**config.mk**
```make
export PLATFORM = sky130hd
export DESIGN_NAME = stream_link
export DESIGN_NICKNAME = d
export VERILOG_FILES = /design/src/rtl/stream_link_pkg.sv /design/src/rtl/stream_tag_slot.sv /design/src/rtl/stream_fifo.sv /design/src/rtl/stream_signal.sv /design/src/rtl/stream_link.sv
export SDC_FILE = /design/constraint.sdc
export NUM_CORES = 1
export LEC_CHECK = 0
export BUFFER_PORTS_ARGS = -buffer_cell sky130_fd_sc_hd__buf_2
export CAP_MARGIN = 20
export CORE_MARGIN = 2
export CORE_UTILIZATION = 43
export DETAILED_ROUTE_END_ITERATION = 10
export GPL_ROUTABILITY_DRIVEN = 1
export GPL_TIMING_DRIVEN = 0
export PLACE_DENSITY = 0.71
export SYNTH_ARGS = -nofsm -noshare
export SYNTH_HDL_FRONTEND = slang
export SYNTH_HIERARCHICAL = 1
export SYNTH_SLANG_ARGS = --single-unit
```
**constraint.sdc**
```tcl
create_clock -name clk -period 2.15 [get_ports clk]
set_input_delay 0.1075 -clock clk [delete_from_list [all_inputs] [get_ports clk]]
set_output_delay 0.1075 -clock clk [all_outputs]
set_load 0.05 [all_outputs]
```
**src/rtl/stream_link_pkg.sv**
```systemverilog
package stream_link_pkg;

   typedef enum logic {
      LINK_TAG  = 1'b0,
      LINK_FIFO = 1'b1
   } link_mode_e;

   function automatic bit is_pow2(input int n);
      return (n > 0) && ((n & (n - 1)) == 0);
   endfunction

endpackage

```
**src/rtl/stream_tag_slot.sv**
```systemverilog
module stream_tag_slot #(
   parameter int DATA_W = 8
) (
   input  logic              clk,
   input  logic              rst,
   input  logic [DATA_W-1:0] in_data,
   input  logic              in_vld,
   output logic              in_rdy,
   output logic [DATA_W-1:0] out_data,
   output logic              out_vld,
   input  logic              out_rdy
);

   logic              tag_q;
   logic [DATA_W-1:0] word_q;

   assign in_rdy   = !tag_q || out_rdy;
   assign out_vld  = tag_q;
   assign out_data = word_q;

   always_ff @(posedge clk) begin
      if (rst) begin
         tag_q <= 1'b0;
      end else if (in_rdy) begin
         tag_q <= in_vld;
      end
   end

   always_ff @(posedge clk) begin
      if (in_vld && in_rdy) begin
         word_q <= in_data;
      end
   end

   // an unaccepted word stays put
   p_hold_word_r5: assert property (@(posedge clk) disable iff (rst)
      (tag_q && !out_rdy) |=> (tag_q && $stable(word_q)));

   // an accepted offer is presented on the next cycle
   p_take_word_r6: assert property (@(posedge clk) disable iff (rst)
      (in_vld && in_rdy) |=> out_vld);

endmodule

```
**src/rtl/stream_fifo.sv**
```systemverilog
module stream_fifo #(
   parameter int DATA_W = 8,
   parameter int DEPTH  = 4
) (
   input  logic              clk,
   input  logic              rst,
   input  logic [DATA_W-1:0] in_data,
   input  logic              in_vld,
   output logic              in_rdy,
   output logic [DATA_W-1:0] out_data,
   output logic              out_vld,
   input  logic              out_rdy
);

   localparam int AW = $clog2(DEPTH);
   localparam int CW = AW + 1;
   localparam logic [CW-1:0] FULL_CNT = CW'(DEPTH);

   logic [DATA_W-1:0] store [DEPTH];
   logic [AW-1:0]     wr_ptr, rd_ptr;
   logic [CW-1:0]     fill;
   logic              push, pop;

   assign in_rdy   = (fill != FULL_CNT);
   assign out_vld  = (fill != '0);
   assign out_data = store[rd_ptr];
   assign push     = in_vld && in_rdy;
   assign pop      = out_vld && out_rdy;

   always_ff @(posedge clk) begin
      if (rst) begin
         wr_ptr <= '0;
         rd_ptr <= '0;
         fill   <= '0;
      end else begin
         if (push) wr_ptr <= wr_ptr + 1'b1;
         if (pop)  rd_ptr <= rd_ptr + 1'b1;
         case ({push, pop})
            2'b10:   fill <= fill + 1'b1;
            2'b01:   fill <= fill - 1'b1;
            default: fill <= fill;
         endcase
      end
   end

   always_ff @(posedge clk) begin
      if (push) begin
         store[wr_ptr] <= in_data;
      end
   end

   // a full queue with no read stays closed to the writer
   p_full_stays_r3: assert property (@(posedge clk) disable iff (rst)
      (fill == FULL_CNT && !pop) |=> !in_rdy);

   // a written word makes data available on the next cycle
   p_avail_after_push_r4: assert property (@(posedge clk) disable iff (rst)
      push |=> out_vld);

   // a single word alone in the queue is the one read next
   p_single_word_r2: assert property (@(posedge clk) disable iff (rst)
      (push && fill == '0) |=> (out_data == $past(in_data)));

endmodule

```
**src/rtl/stream_signal.sv**
```systemverilog
module stream_signal #(
   parameter int SIG_W       = 8,
   parameter bit HAS_PAYLOAD = 1'b1
) (
   input  logic             clk,
   input  logic             rst,
   input  logic             post_req,
   input  logic [SIG_W-1:0] post_data,
   output logic             post_done,
   input  logic             wait_req,
   output logic             wait_done,
   output logic [SIG_W-1:0] wait_data
);

   logic pend_q;

   assign post_done = post_req && !pend_q;
   assign wait_done = wait_req && (pend_q || post_req);

   always_ff @(posedge clk) begin
      if (rst) begin
         pend_q <= 1'b0;
      end else if (pend_q) begin
         if (wait_req) pend_q <= 1'b0;
      end else if (post_req && !wait_req) begin
         pend_q <= 1'b1;
      end
   end

   generate
      if (HAS_PAYLOAD) begin : g_payload
         logic [SIG_W-1:0] held_q;

         always_ff @(posedge clk) begin
            if (post_done && !wait_req) begin
               held_q <= post_data;
            end
         end

         assign wait_data = pend_q ? held_q : post_data;

         // a pending payload is not overwritten
         p_keep_payload_r9: assert property (@(posedge clk) disable iff (rst)
            (pend_q && !wait_req) |=> $stable(held_q));
      end else begin : g_no_payload
         assign wait_data = '0;

         // no payload is ever delivered
         p_zero_payload_r10: assert property (@(posedge clk) disable iff (rst)
            wait_done |-> (wait_data == '0));
      end
   endgenerate

   // a poster is stalled while an event waits
   p_stall_post_r9: assert property (@(posedge clk) disable iff (rst)
      (pend_q && !wait_req) |=> !post_done);

   // a matched post and wait leave nothing behind
   p_pass_through_r8: assert property (@(posedge clk) disable iff (rst)
      (post_req && wait_req && !pend_q) |=> !pend_q);

   // an unmatched post satisfies the next wait
   p_post_waits_r7: assert property (@(posedge clk) disable iff (rst)
      (post_done && !wait_req) |=> (!wait_req || wait_done));

endmodule

```
**src/rtl/stream_link.sv**
```systemverilog
module stream_link #(
   parameter int                         DATA_W      = 8,
   parameter int                         DEPTH       = 4,
   parameter stream_link_pkg::link_mode_e MODE       = stream_link_pkg::LINK_FIFO,
   parameter int                         SIG_W       = 8,
   parameter bit                         HAS_PAYLOAD = 1'b1
) (
   input  logic              clk,
   input  logic              rst,
   input  logic [DATA_W-1:0] wr_data,
   input  logic              wr_valid,
   output logic              wr_ready,
   output logic [DATA_W-1:0] rd_data,
   output logic              rd_avail,
   input  logic              rd_ready,
   input  logic              post_req,
   input  logic [SIG_W-1:0]  post_data,
   output logic              post_done,
   input  logic              wait_req,
   output logic              wait_done,
   output logic [SIG_W-1:0]  wait_data
);

   generate
      if (DATA_W < 1) begin : g_bad_data_w
         $error("stream_link: DATA_W must be at least 1");
      end
      if (SIG_W < 1) begin : g_bad_sig_w
         $error("stream_link: SIG_W must be at least 1");
      end
   endgenerate

   generate
      if (MODE == stream_link_pkg::LINK_FIFO) begin : g_queue
         if (DEPTH < 2 || !stream_link_pkg::is_pow2(DEPTH)) begin : g_bad_depth
            $error("stream_link: DEPTH must be a power of two of at least 2");
         end
         stream_fifo #(
            .DATA_W (DATA_W),
            .DEPTH  (DEPTH)
         ) u_path (
            .clk      (clk),
            .rst      (rst),
            .in_data  (wr_data),
            .in_vld   (wr_valid),
            .in_rdy   (wr_ready),
            .out_data (rd_data),
            .out_vld  (rd_avail),
            .out_rdy  (rd_ready)
         );
      end else begin : g_tag
         stream_tag_slot #(
            .DATA_W (DATA_W)
         ) u_path (
            .clk      (clk),
            .rst      (rst),
            .in_data  (wr_data),
            .in_vld   (wr_valid),
            .in_rdy   (wr_ready),
            .out_data (rd_data),
            .out_vld  (rd_avail),
            .out_rdy  (rd_ready)
         );
      end
   endgenerate

   stream_signal #(
      .SIG_W       (SIG_W),
      .HAS_PAYLOAD (HAS_PAYLOAD)
   ) u_signal (
      .clk       (clk),
      .rst       (rst),
      .post_req  (post_req),
      .post_data (post_data),
      .post_done (post_done),
      .wait_req  (wait_req),
      .wait_done (wait_done),
      .wait_data (wait_data)
   );

   // the cycle after reset shows an empty link
   p_reset_empty_r1: assert property (@(posedge clk)
      $past(rst) |-> (!rd_avail && wr_ready));

endmodule

```
==> results of run 1 <==
==> cell usage after synthesis, types with 2 or more instances <==
library cell	number	area share, %
sky130_fd_sc_hd__ha_1	5	3.0
sky130_fd_sc_hd__and2_1	4	1.2
sky130_fd_sc_hd__clkbuf_1	2	0.36
sky130_fd_sc_hd__edfxtp_1	40	58
sky130_fd_sc_hd__xor2_1	3	1.3
sky130_fd_sc_hd__dfxtp_1	10	9.7
sky130_fd_sc_hd__mux2_4	9	6.5
sky130_fd_sc_hd__inv_1	6	1.1
sky130_fd_sc_hd__a21oi_1	2	0.48
sky130_fd_sc_hd__nor2_1	9	1.6
sky130_fd_sc_hd__nand2b_1	2	0.60
sky130_fd_sc_hd__mux4_2	8	8.7
==> routing by layer <==
layer	vias to the layer above	GRT usage, %
li1	546	-
met1	560	16.8
met2	23	25.0
met3	2	3.70
met4	0	4.85
met5	-	0
==> flip-flops by register name (all words and copies together), names as in the netlist, named ones only <==
signal,count
g_queue.u_path/rd_ptr,2
u_signal/g_payload.held_q,8
g_queue.u_path/store,32
u_signal/pend_q,1
g_queue.u_path/fill,3
g_queue.u_path/wr_ptr,2
==> what timing repair did <==
action	4_1_cts	5_1_grt
resized for setup	0	2
endpoints found under the setup margin	0	1
hold buffers	6	3
hold endpoints to repair	5	3
==> metrics by stage <==
stage	cell area [um2]	setup WS, ns	hold slack [ns]	cells
3_5_place_dp	2340	0.0735	0.300	212
4_1_cts	2500	0.0572	0.000496	226
5_1_grt	2540	0.00955	0.00302	229
3_3_place_gp	2340	0.198	0.300	212
2_1_floorplan	2070	0.277	0.184	117
6_report	2540	0.129	0.0183	229
==> worst max-delay path, cell delays in order, from the launching register on <==
cell	delay [ns]
sky130_fd_sc_hd__dfxtp_1	0.39
sky130_fd_sc_hd__nor2_4	0.16
sky130_fd_sc_hd__a21boi_4	0.10
sky130_fd_sc_hd__inv_1	0.08
sky130_fd_sc_hd__ha_1	0.18
sky130_fd_sc_hd__inv_1	0.06
sky130_fd_sc_hd__fa_1	0.37
sky130_fd_sc_hd__xor2_1	0.16
sky130_fd_sc_hd__or3_1	0.30
sky130_fd_sc_hd__a21oi_1	0.16
==> cell type report <==
type | instances | area [um2] | share of cell area [%]
multi-input combinational | 57 | 623 | 24.6
timing repair buffer | 50 | 295 | 11.6
inverter | 6 | 22.5 | 0.888
buffer | 4 | 26.3 | 1.04
tap | 54 | 67.6 | 2.66
clock inverter | 2 | 17.5 | 0.690
clock buffer | 6 | 82.6 | 3.25
sequential | 50 | 1400 | 55.3
==> cell families (layout without fill, tap and decap cells) <==
group / Yosys count / after routing / share of synthesized area (%)
AO/OA/AOI/OAI: 6 / 6 / 2.54
XOR/XNOR: 4 / 4 / 1.69
adder cells (fa/ha/maj): 6 / 6 / 3.99
buffers and inverters: 10 / 68 / 2.36
flip-flops: 50 / 50 / 67.8
multiplexers: 18 / 18 / 15.7
AND/OR/NAND/NOR: 23 / 23 / 5.93
==> worst min-delay path by stage <==
stage | startpoint | endpoint | slack, ns
5_1_grt | post_data[2] | u_signal/g_payload.held_q[2] | 0.003
4_1_cts | post_data[1] | u_signal/g_payload.held_q[1] | 0.0005
2_1_floorplan | rst | u_signal/pend_q | 0.18
6_report | wr_data[2] | g_queue.u_path/store[3][2] | 0.02
3_3_place_gp | wait_req | u_signal/pend_q | 0.30
3_5_place_dp | rst | u_signal/pend_q | 0.30
==> power groups by stage <==
| stage | sequential [mW] | clock (mW) | combinational [mW] |
|---|---|---|---|
| floorplan | 1.23 | 0 | 0.786 |
| global placement | 1.24 | 0 | 0.947 |
| detailed placement | 1.25 | 0 | 0.977 |
| CTS | 1.23 | 0.582 | 0.988 |
| global route | 1.25 | 0.624 | 1.05 |
| finish | 1.23 | 0.563 | 0.984 |
==> results by stage, run 1 <==
Die:
- The die width is 73.4 um.
- The die covers 5380 um2.
- The initialized floorplan defines 25 standard-cell rows.
- The core region is 4690 um2.
- The starting density of the core is 44.1%.
- The I/O pin total is 42.
- The die boundary height is 73.4 um.

STA:
- The final critical path time including I/O delays and setup is 2.02 ns.
- The max-slew violation count is 0.
- The post-route clock period utilization is 94.0%.
- The final total negative setup slack is 0 ns.
- Setup repair after global routing left no endpoint under its margin.
- The worst clock skew is 0.00511 ns.
- The fmax is 0.495 GHz.
- For the pin with the worst max-slew slack, the measured transition is 0.521 ns.
- The final-report setup violation count is 0.
- The hold violation count in the final report is 0.
- The worst relative slew slack is 65.3%.

Synth:
- The mean instance size in the synthesized netlist is 17.7 um2.
- The most frequently used flop master after synthesis is sky130_fd_sc_hd__edfxtp_1.
- In this run, synthesis inferred 40 flip-flops with an integrated enable.
- Counting flops with an async set or reset pin after synthesis yields a share of 0%.
- The mapped cell area is 2070 um2.
- The total nets after synthesis is 145.
- The cell count after synthesis came out at 117.
- The Yosys step of the flow raised 6 warnings.
- The proportion of synthesized chip area in sequential cells is 67.8%.
- The count of state elements after synthesis is 50.
- The synthesized netlist contains 29 unique library cells.

Global route:
- The total overflow left after global routing is 0.
- Global routing used 14.2% of the available tracks.
- The maximum number of pins on one net before global-route repair is 17.
- The via count of the first global-routing pass came to 1153.
- The number of antenna violations at the first check in global routing is 0.
- The global-route wire length before repair is 5.58 mm.

Layout:
- The final layout net count is 202.
- Leaving out fill and tap cells, the most frequent cell in the layout is sky130_fd_sc_hd__buf_2.
- The filler cell count is 382.
- Compared with the post-synthesis result, the final layout area differs by 22.7%.
- Measured on the finished design, the core utilization comes to 54.1%.
- The antenna diode count is 0.
- The top cell types in the final layout, fill and taps aside, are sky130_fd_sc_hd__buf_2 (41), sky130_fd_sc_hd__edfxtp_1 (40).
- The fraction of final layout cells sized beyond drive strength 1 is 42.3%.

Setup path:
- In this run the worst path has a maximum fanout of 7.
- The internal reg-to-reg setup slack is 0.13 ns.
- Counting cells, the worst reg-to-reg path comes to 9.
- The kind of critical path is reg -> reg.
- The arrival time at the worst endpoint is 2.25 ns.
- Following the worst setup path forward leads to its endpoint at g_queue.u_path/fill[2].
- STA classifies the critical path startpoint as a register.
- The first element of the critical path is g_queue.u_path/fill[0].
- The capture point of the worst reg-to-reg path is g_queue.u_path/fill[2].
- At the worst endpoint, the required time is 2.38 ns.
- The reg-to-reg startpoint is g_queue.u_path/fill[0].
- The nature of the critical path endpoint is a register.

Detailed routing:
- The routed metal-1 wire length is 1.44 mm.
- In the routed layout, each cell is associated on average with a via count of 4.94.
- The overall routed net length is 3.61 mm.
- The wire length on met2 is 2.03 mm.
- Detailed routing placed a total of 119 um of wire on met3.
- The detailed-route via count is 1131.
- The routed length per placed instance is 15.8 um.
- For this run, design rule violations remaining after detail routing come to 0.
- The first-pass iteration count of the detailed router is 4.
- The detailed router's first-iteration violation count is 85.
- The detail route stage leaves a number of antenna-violating nets equal to 0.
- The top routing layer in use is met4.

Power:
- Summed over all cells, the static leakage comes to 0.972 nW.
- Combinational cells account for 35.4% of the total power.
- For this design the total switching power over the nets is 1.01 mW.
- The switching share of total power is 36.3%.
- Across the VDD grid, the largest voltage drop is 0.000643 V.
- The share of total power dissipated in sequential elements is 44.4%.
- For this design the ratio of total power to cell area is 1100 nW/um2.
- The clock network power share is 20.3%.
- The internal power summed over all cells is 1.77 mW.
- After layout, the design draws a total of 2.78 mW.

Clocking:
- The H-tree was split into 2 levels.
- TritonCTS built the clock tree.
- Clock tree synthesis found a total of 50 sinks.
- In this run the deepest clock path goes through 2 buffers.
- The clock transition at the registers of the reported paths is 0.09 ns.
- The post-CTS setup-driven buffer insertion count is 0.
- TritonCTS created 5 clock buffers.
- The clock latency of the later-clocked register in the worst-skew pair is 0.30 ns.
- The clock root buffer master is sky130_fd_sc_hd__clkbuf_8.

Placement:
- Input and output buffers added on the ports amount to 41.
- The half-perimeter wire length of the detailed placement result is 2.54 mm.
- The placer's final routability congestion estimate is 0.839.

Run status:
- The run finished with clean final reports.

Flow run:
- The max-capacitance violation count is 0.

Worst hold path:
- Counting instances, the worst hold path has a depth of 1.
- The path type of the worst min-delay path is in -> reg.
No activity file was read; power rests on OpenSTA's default activity.
==> run 2, diff against run 1 <==
ABC_AREA = 1   (was unset)
CELL_PAD_IN_SITES_DETAIL_PLACEMENT = 2   (was unset)
CELL_PAD_IN_SITES_GLOBAL_PLACEMENT = 2   (was unset)
CORE_UTILIZATION = 35   (was 43)
PLACE_DENSITY = 0.85   (was 0.71)
TNS_END_PERCENT = 20   (was unset)
==> run 2 against run 1 <==
Critical path depth increased by 3. Clock power fell by 6.7%. Register-to-register slack improved by 0.20 ns. Utilization fell by 11 points. Design area grew 0.74%. Largest power group unchanged.
==> results by stage, run 2 <==
Run status:
- The run finished with clean final reports.

Worst hold path:
- The path with the worst hold slack has its endpoint at u_signal/g_payload.held_q[1].
- The path type of the worst min-delay path is in -> reg.
- The launch point of the worst hold path is post_data[1].
- Counting instances, the worst hold path has a depth of 1.

Setup path:
- The arrival time at the worst endpoint is 2.02 ns.
- The data required time of the worst path is 2.35 ns.
- The worst setup path is of the reg -> reg kind.
- The worst register-to-register path has a setup slack of 0.32 ns.
- Counting buffers and inverters, the worst setup path is 12 cells deep.
- The longest individual stage delay on the worst path is 0.38 ns.
- In this run the critical register-to-register path is launched from g_queue.u_path/fill[1].
- The capture point of the worst reg-to-reg path is g_queue.u_path/fill[2].
- The depth of the most critical reg-to-reg path is 12.
- The combined buffer and inverter count along the critical path is 2.
- STA classifies the critical path startpoint as a register.
- The worst setup path is captured at a register.
- Along the worst path, the maximum fanout reaches 7.
- On the critical path, the stage with the largest delay is an instance of sky130_fd_sc_hd__fa_1.
- The signal on the critical path passes through nor2_4 > nand2_2 > nand2_4 > ha_1 > inv_1 > fa_1 > inv_1 > nand2_1 > nand3_1 > nand2_1 > nand2_1 > nor2_1.
- The dominant delay contributor by cell family on the critical path is simple AND/OR/NAND/NOR gates.
- The most repeated library cell on the critical path is sky130_fd_sc_hd__nand2_1.

Layout:
- The library cell used most frequently in the layout, excluding fill and tap cells, is sky130_fd_sc_hd__buf_2.
- The relative area change from synthesis to final layout is 21.0%.
- The final layout net count is 270.
- The antenna diode count is 0.
- In the final layout, the registers with the most flip-flops are g_queue.u_path/store x32, u_signal/g_payload.held_q x8, g_queue.u_path/fill x3.
- The final instance area is 2560 um2.
- The number of cells in the finished layout apart from fillers is 318.
- The register with the most flip-flops in the layout has 32 of them.
- Leaving out fill and tap cells, the most frequent cells in the layout are sky130_fd_sc_hd__buf_2 (41), sky130_fd_sc_hd__edfxtp_1 (40), sky130_fd_sc_hd__nand2_1 (37).
- The fraction of final layout cells sized beyond drive strength 1 is 26.7%.
- The register ranked first by flip-flop count is g_queue.u_path/store.

Clocking:
- After clock tree synthesis, the repair step resized 0 gates.
- The hold-fix buffer count after cts is 6.
- Clock tree synthesis found a total of 50 sinks.
- For the worst-skew pair, the clock arrives at the later sink with an insertion delay of 0.30 ns.
- The post-CTS setup-driven buffer insertion count is 0.
- TritonCTS built the clock tree.
- The clock transition at the registers of the reported paths is 0.09 ns.
- The clock tree synthesis step divided the H-tree into 2 levels.
- The number of buffers on the longest clock path is 2.
- The number of buffers created by CTS is 5.
- The clock root buffer master is sky130_fd_sc_hd__clkbuf_8.

Synth:
- Sorting the synthesized cells by how often they occur yields sky130_fd_sc_hd__edfxtp_1 (40), sky130_fd_sc_hd__nand2_1 (37), sky130_fd_sc_hd__nor2_1 (24).
- A synthesized cell averages 11.2 um2.
- The Yosys step of the flow raised 6 warnings.
- The top cell type by area accounts for 56.9% of the synthesized area.
- The post-synthesis cell type with the largest combined area is sky130_fd_sc_hd__edfxtp_1.
- The netlist uses 20 different library cells.
- The count of state elements after synthesis is 50.
- Synthesis produced 188 cells.
- The total nets after synthesis is 216.
- The mapped cell area is 2110 um2.
- Of the synthesized area, sequential elements account for 66.4%.
- Ranked by total cell area, the synthesized netlist is headed by sky130_fd_sc_hd__edfxtp_1 (57%), sky130_fd_sc_hd__dfxtp_1 (9.5%), sky130_fd_sc_hd__nand2_1 (6.6%).
- Counting flops with an async set or reset pin after synthesis yields a share of 0%.
- The most frequently used cell type in the post-synthesis netlist is sky130_fd_sc_hd__edfxtp_1.
- The number of enable flip-flop cells after synthesis is 40.
- The most frequently used flop master after synthesis is sky130_fd_sc_hd__edfxtp_1.

STA:
- For the pin with the worst max-slew slack, the measured transition is 0.845 ns.
- Setup violations remaining at the end of the flow were counted as 0.
- The hold violation count in the final report is 0.
- The final critical path time including I/O delays and setup is 1.83 ns.
- The worst clock skew is 0.00508 ns.
- The max-slew violation count is 0.
- In this run the tightest slew margin relative to its limit is 43.4%.
- Across all setup checks in the final design, the least slack found is 0.325 ns.
- The post-route clock period utilization is 84.9%.
- After routing, the total negative slack on setup checks comes to 0 ns.
- The fmax is 0.548 GHz.
- Setup repair after global routing left no endpoint under its margin.

Die:
- In this run the count of I/O pins placed on the die edge is 42.
- From bottom edge to top edge, the die measures 81.7 um.
- The floorplan step defined a die boundary enclosing 6670 um2.
- The die width is 81.7 um.
- The initial utilization of the core area, before any placement, comes to 35.9%.
- The core box area is 5890 um2.
- The total number of placement rows is 28.

Power:
- Net switching is 41.1% of the power.
- The share of total power dissipated in sequential elements is 44.0%.
- Power spread over the standard cell area amounts to 1100 nW/um2.
- The switching power is 1.15 mW.
- For this design the static power due to leakage is 1.05 nW.
- IR analysis of the VDD net gives a maximum drop of 0.000411 V.
- Per report_power, the combinational group accounts for 37.3% of the total.
- The internal power summed over all cells is 1.65 mW.
- The clock network power share is 18.7%.

Detailed routing:
- The first-pass iteration count of the detailed router is 3.
- The final antenna-violating net count is 0.
- The routed length per placed instance is 15.7 um.
- The overall routed net length is 4.98 mm.
- The mean number of vias per cell is 4.79.
- The detailed-route via count is 1522.
- The first routing iteration left 36 violations.
- In the routed design, unresolved DRC markers number 0.

Placement:
- Counting tap cells, the placed design contains a total of 304 instances.
- In this run the cell area measured after placement is 2410 um2.
- The count of buffers inserted at the top-level ports is 41.
- The placer's final routability congestion estimate is 0.692.
- The half-perimeter wire length of the detailed placement result is 3.71 mm.
- At the placement stage, the worst setup path has a slack of 0.331 ns.

Flow run:
- The max-capacitance violation count is 0.

Global route:
- For this run the aggregate overflow at the end of global routing stands at 0.
- The first global-routing pass estimated 7.85 mm of wire.
- The via count of the first global-routing pass is 1593.
- The maximum number of pins on one net before global-route repair is 16.
- Across every metal layer, demand over resource in global routing totals 16.1%.
- The number of antenna violations at the first check in global routing is 0.
==> run 2: cell types whose count changed after synthesis, sizes merged, moves of 4 or more <==
cell,change
nand2,+40
nor2,+20
o21ai,+17
o22ai,+8
mux4,-8
inv,+16
mux2,-9
nand3,+5
and2,-4
==> run 2: power by group through the flow <==
| stage | registers (mW) | clock network [mW] | logic, mW |
|---|---|---|---|
| global placement | 1.25 | 0 | 0.998 |
| CTS | 1.24 | 0.539 | 1.06 |
| finish | 1.23 | 0.525 | 1.05 |
| floorplan | 1.23 | 0 | 0.791 |
| detailed placement | 1.26 | 0 | 1.05 |
| global route | 1.25 | 0.566 | 1.15 |
==> run 2: worst max-delay path by stage <==
stage	startpoint	to	slack (ns)
after floorplan	g_queue.u_path/fill[1]	g_queue.u_path/fill[2]	0.34
after global routing	g_queue.u_path/fill[2]	g_queue.u_path/fill[2]	0.12
after detailed placement	g_queue.u_path/fill[1]	g_queue.u_path/fill[2]	0.33
after global placement	g_queue.u_path/fill[1]	g_queue.u_path/fill[2]	0.42
final	g_queue.u_path/fill[1]	g_queue.u_path/fill[2]	0.32
after CTS	g_queue.u_path/fill[1]	g_queue.u_path/fill[2]	0.30
==> run 2: cells by family (layout without fill, tap and decap cells) <==
kind of cell | Yosys count | count (layout) | synth area share [%]
AOI/OAI and AO/OA | 31 | 31 | 8.18
DFF | 50 | 50 | 66.4
buffers and inverters | 25 | 80 | 5.86
and+or+nand+nor | 76 | 76 | 15.7
adders and majority gates | 6 | 6 | 3.91
==> run 2: through the flow <==
step                hold slack (ns)  total power, mW  utilization, %
floorplan                     0.177             2.02               -
global placement              0.298             2.25            41.0
detailed placement            0.302             2.31            41.0
CTS                         0.00127             2.84            43.4
global route                0.00501             2.96            43.4
finish                      0.00454             2.81            43.4
==> run 2: layer usage <==
layer / routed length (um) / GRT usage (%) / part of all wire, % / vias up
li1: - / - / - / 740
met3: 143 / 2.42 / 2.9 / 4
met4: 48 / 5.00 / 0.96 / 0
met5: 0 / 0 / 0 / -
met1: 2070 / 18.3 / 42 / 743
met2: 2720 / 30.8 / 55 / 35
==> run 2: layout make-up <==
type / count / area (um2)
plain buffers: 3 / 33.8
clock buffers: 5 / 68.8
clock inverters: 3 / 16.3
fillers: 657 / 3330
inverters: 22 / 90.1
multi-input cells: 113 / 587
flip-flops and latches: 50 / 1400
well taps: 75 / 93.8
repair buffers: 47 / 265
==> run 3, diff against run 2 <==
clock period = 1.8 ns   (was 2.15 ns; I/O delays follow)
==> run 3 against run 2 <==
Clock skew is 0.0022 ns lower. Sequential cell count is the same. Utilization increased by 2.1 points. Die area unchanged. Hold slack is essentially flat. Via count up 3.2%. Combinational power is 30% higher. Critical path depth is 8 lower. Critical path type unchanged. Critical endpoint is now g_queue.u_path/store[0][3]. Largest cell class unchanged.
==> results by stage, run 3 (same netlist as run 2, synthesis figures left out) <==
Die:
- The die is 81.7 um wide.
- The total number of placement rows is 28.
- The starting density of the core is 35.9%.
- In this run the count of I/O pins placed on the die edge is 42.
- The die boundary height is 81.7 um.
- The total area inside the core boundary comes to 5890 um2.
- The die covers 6670 um2.

Setup path:
- Measured in cells, the most critical reg-to-reg path has a length of 4.
- The sort of element at the start of the critical path is a register.
- The nature of the critical path endpoint is a register.
- The kind of critical path is reg -> reg.
- The combined buffer and inverter count along the critical path is 2.
- The capturing instance or port of the critical path is g_queue.u_path/store[0][3].
- The largest fanout on the critical path is 8.
- For flop-to-flop paths, the worst setup slack is 0.06 ns.
- The cell that appears most often on the critical path is sky130_fd_sc_hd__inv_1.
- The first element of the critical path is g_queue.u_path/wr_ptr[0].
- In this run the number of cells on the critical path is 4.
- The endpoint identified for the worst register-to-register timing path is g_queue.u_path/store[0][3].
- Among cell families on the critical path, the largest total delay comes from simple AND/OR/NAND/NOR gates.
- The data required time of the worst path is 1.74 ns.
- For this design, the slowest cell found on the critical path is sky130_fd_sc_hd__nor2_1.
- The longest individual stage delay on the worst path is 0.65 ns.
- The critical path goes through inv_1 > ha_1 > inv_1 > nor2_1.
- In this run the critical register-to-register path is launched from g_queue.u_path/wr_ptr[0].
- Data arrives at the worst endpoint at 1.68 ns.

Flow run:
- The max-capacitance violation count is 0.

Global route:
- The global-route wire length before repair is 8.12 mm.
- Global routing finished with a remaining overflow of 0.
- The total routing usage reported by global routing is 16.9%.
- The maximum number of pins on one net before global-route repair is 16.
- The number of antenna violations at the first check in global routing is 0.
- The via count of the first global-routing pass is 1662.

Worst hold path:
- The number of stages on the worst hold path is 1.
- The path type of the worst min-delay path is in -> reg.

STA:
- Setup violations remaining at the end of the flow were counted as 0.
- The routed design could run at a clock period as short as 1.74 ns.
- The worst pin sits at a relative slew slack of 43.7%.
- Setup repair after global routing could not meet its margin everywhere.
- After layout, the worst path uses 96.9% of the clock period.
- The worst slack on hold paths is 0.00470 ns.
- The pin slew with the least headroom to its limit is 0.841 ns.
- Based on the critical path, the design can be clocked at up to 0.573 GHz.
- The worst clock skew is 0.00291 ns.
- The hold violation count in the final report came to 0.
- The max-slew violation count is 0.

Layout:
- Counting flops per register, the top entry is g_queue.u_path/store.
- The antenna diode count is 0.
- Across the whole layout, storage elements account for 1410 um2.
- The finished layout holds 324 standard cells, fillers aside.
- Leaving out fill and tap cells, the most frequent cells in the layout are sky130_fd_sc_hd__edfxtp_1 (40), sky130_fd_sc_hd__buf_2 (39), sky130_fd_sc_hd__nand2_1 (36).
- After filler insertion, the fill cell instance count of the layout stands at 638.
- The largest registers in the layout are g_queue.u_path/store x32, u_signal/g_payload.held_q x8, g_queue.u_path/fill x3.
- The library cell used most frequently in the layout, excluding fill and tap cells, is sky130_fd_sc_hd__edfxtp_1.
- Summing all multi-input logic gate instances after layout gives 624 um2.
- The flip-flop count of the largest register, all copies and words added is 32.
- The post-route netlist has 32.5% of its cells at a drive strength greater than 1.
- The relative area change from synthesis to final layout is 27.0%.
- After the last flow step, the layout net total stands at 276.

Placement:
- The placer's final routability congestion estimate is 0.728.
- The half-perimeter wire length of the detailed placement result is 3.62 mm.
- The placed instance count is 304.
- The count of buffers inserted at the top-level ports is 41.

Clocking:
- The H-tree depth is 2.
- The clock tree from TritonCTS is done.
- The clock root buffer master is sky130_fd_sc_hd__clkbuf_8.
- Clock-pin slew was measured on the worst setup and hold paths at 0.09 ns.
- Counting every sink on the clock net gives 50.
- The number of buffers on the longest clock path is 2.
- The clock latency of the later-clocked register in the worst-skew pair is 0.30 ns.
- The number of buffers created by CTS is 5.

Detailed routing:
- For this block, the via count after detailed routing is 1571.
- Once detail routing completed, the nets flagged for antenna violations numbered 0.
- The remaining design rule violation count is 0.
- The first-pass iteration count of the detailed router is 4.
- The final layout contains routed wiring with a total length of 5.35 mm.
- In the routed layout, each cell is associated on average with a via count of 4.85.
- In the final routed layout, each cell accounts on average for 16.5 um.
- The first routing iteration left 45 violations.

Power:
- Summing internal, switching and leakage power gives 3.55 mW.
- The leakage power is 1.09 nW.
- IR analysis of the VDD net gives a maximum drop of 0.000549 V.
- In this run the power density over the cells is 1320 nW/um2.

Run status:
- The run finished with clean final reports.
run 3: report_power, final:
part           internal (mW)  switching, mW  total, mW
Sequential              1.39         0.0976       1.49
Combinational          0.397          0.975       1.37
Clock                  0.310          0.377      0.686
Total                   2.10           1.45       3.55
run 3: per-stage QoR:
step	util (%)	instance area [um2]	TNS (ns)	setup WS [ns]
after floorplan	-	2120	0	0.0485
after global placement	41.1	2420	0	0.0547
after CTS	44.6	2620	-0.00916	-0.00916
final	45.6	2680	0	0.0561
after detailed placement	41.1	2420	-0.0359	-0.0359
after global routing	45.6	2680	-0.207	-0.0359
run 3: area by class of cell:
type                    count  share of cell area [%]
clock buffers               6                    3.08
flip-flops and latches     50                    52.5
inverters                  22                    3.36
plain buffers               3                    1.26
repair buffers             53                    12.6
multi-input cells         113                    23.3
well taps                  75                    3.50
clock inverters             2                   0.466
run 3: worst min-delay path by stage:
stage / start / endpoint / slack [ns]
after floorplan: rst / g_queue.u_path/wr_ptr[0] / 0.16
after global placement: post_data[4] / u_signal/g_payload.held_q[4] / 0.28
after CTS: wr_data[4] / g_queue.u_path/store[1][4] / 0.0004
after detailed placement: post_data[2] / u_signal/g_payload.held_q[2] / 0.28
after global routing: wr_data[4] / g_queue.u_path/store[1][4] / 0.006
final: wr_data[4] / g_queue.u_path/store[3][4] / 0.005
run 3: repair_timing:
action / 4_1_cts / 5_1_grt
buffers inserted: 0 / 2
endpoints found under the hold margin: 16 / 0
pin swaps: 1 / 3
hold buffers: 10 / 0
gates resized for setup: 5 / 13
endpoints found under the setup margin: 2 / 11
run 3: metal layers:
layer | share of wire, % | vias up | GRT usage [%] | wire [um]
met5 | 0 | - | 0 | 0
met1 | 40 | 769 | 19.4 | 2130
met4 | 1.6 | 0 | 5.00 | 85
met2 | 55 | 39 | 31.6 | 2960
li1 | - | 754 | - | -
met3 | 3.4 | 9 | 3.41 | 180
run 3: worst reg2reg max path, delay by kind of cell (launching register included):
family                     cells  cell delay (ns)
DFF                            1             0.35
buffers and inverters          2             0.18
adders and majority gates      1             0.19
and+or+nand+nor                1             0.65
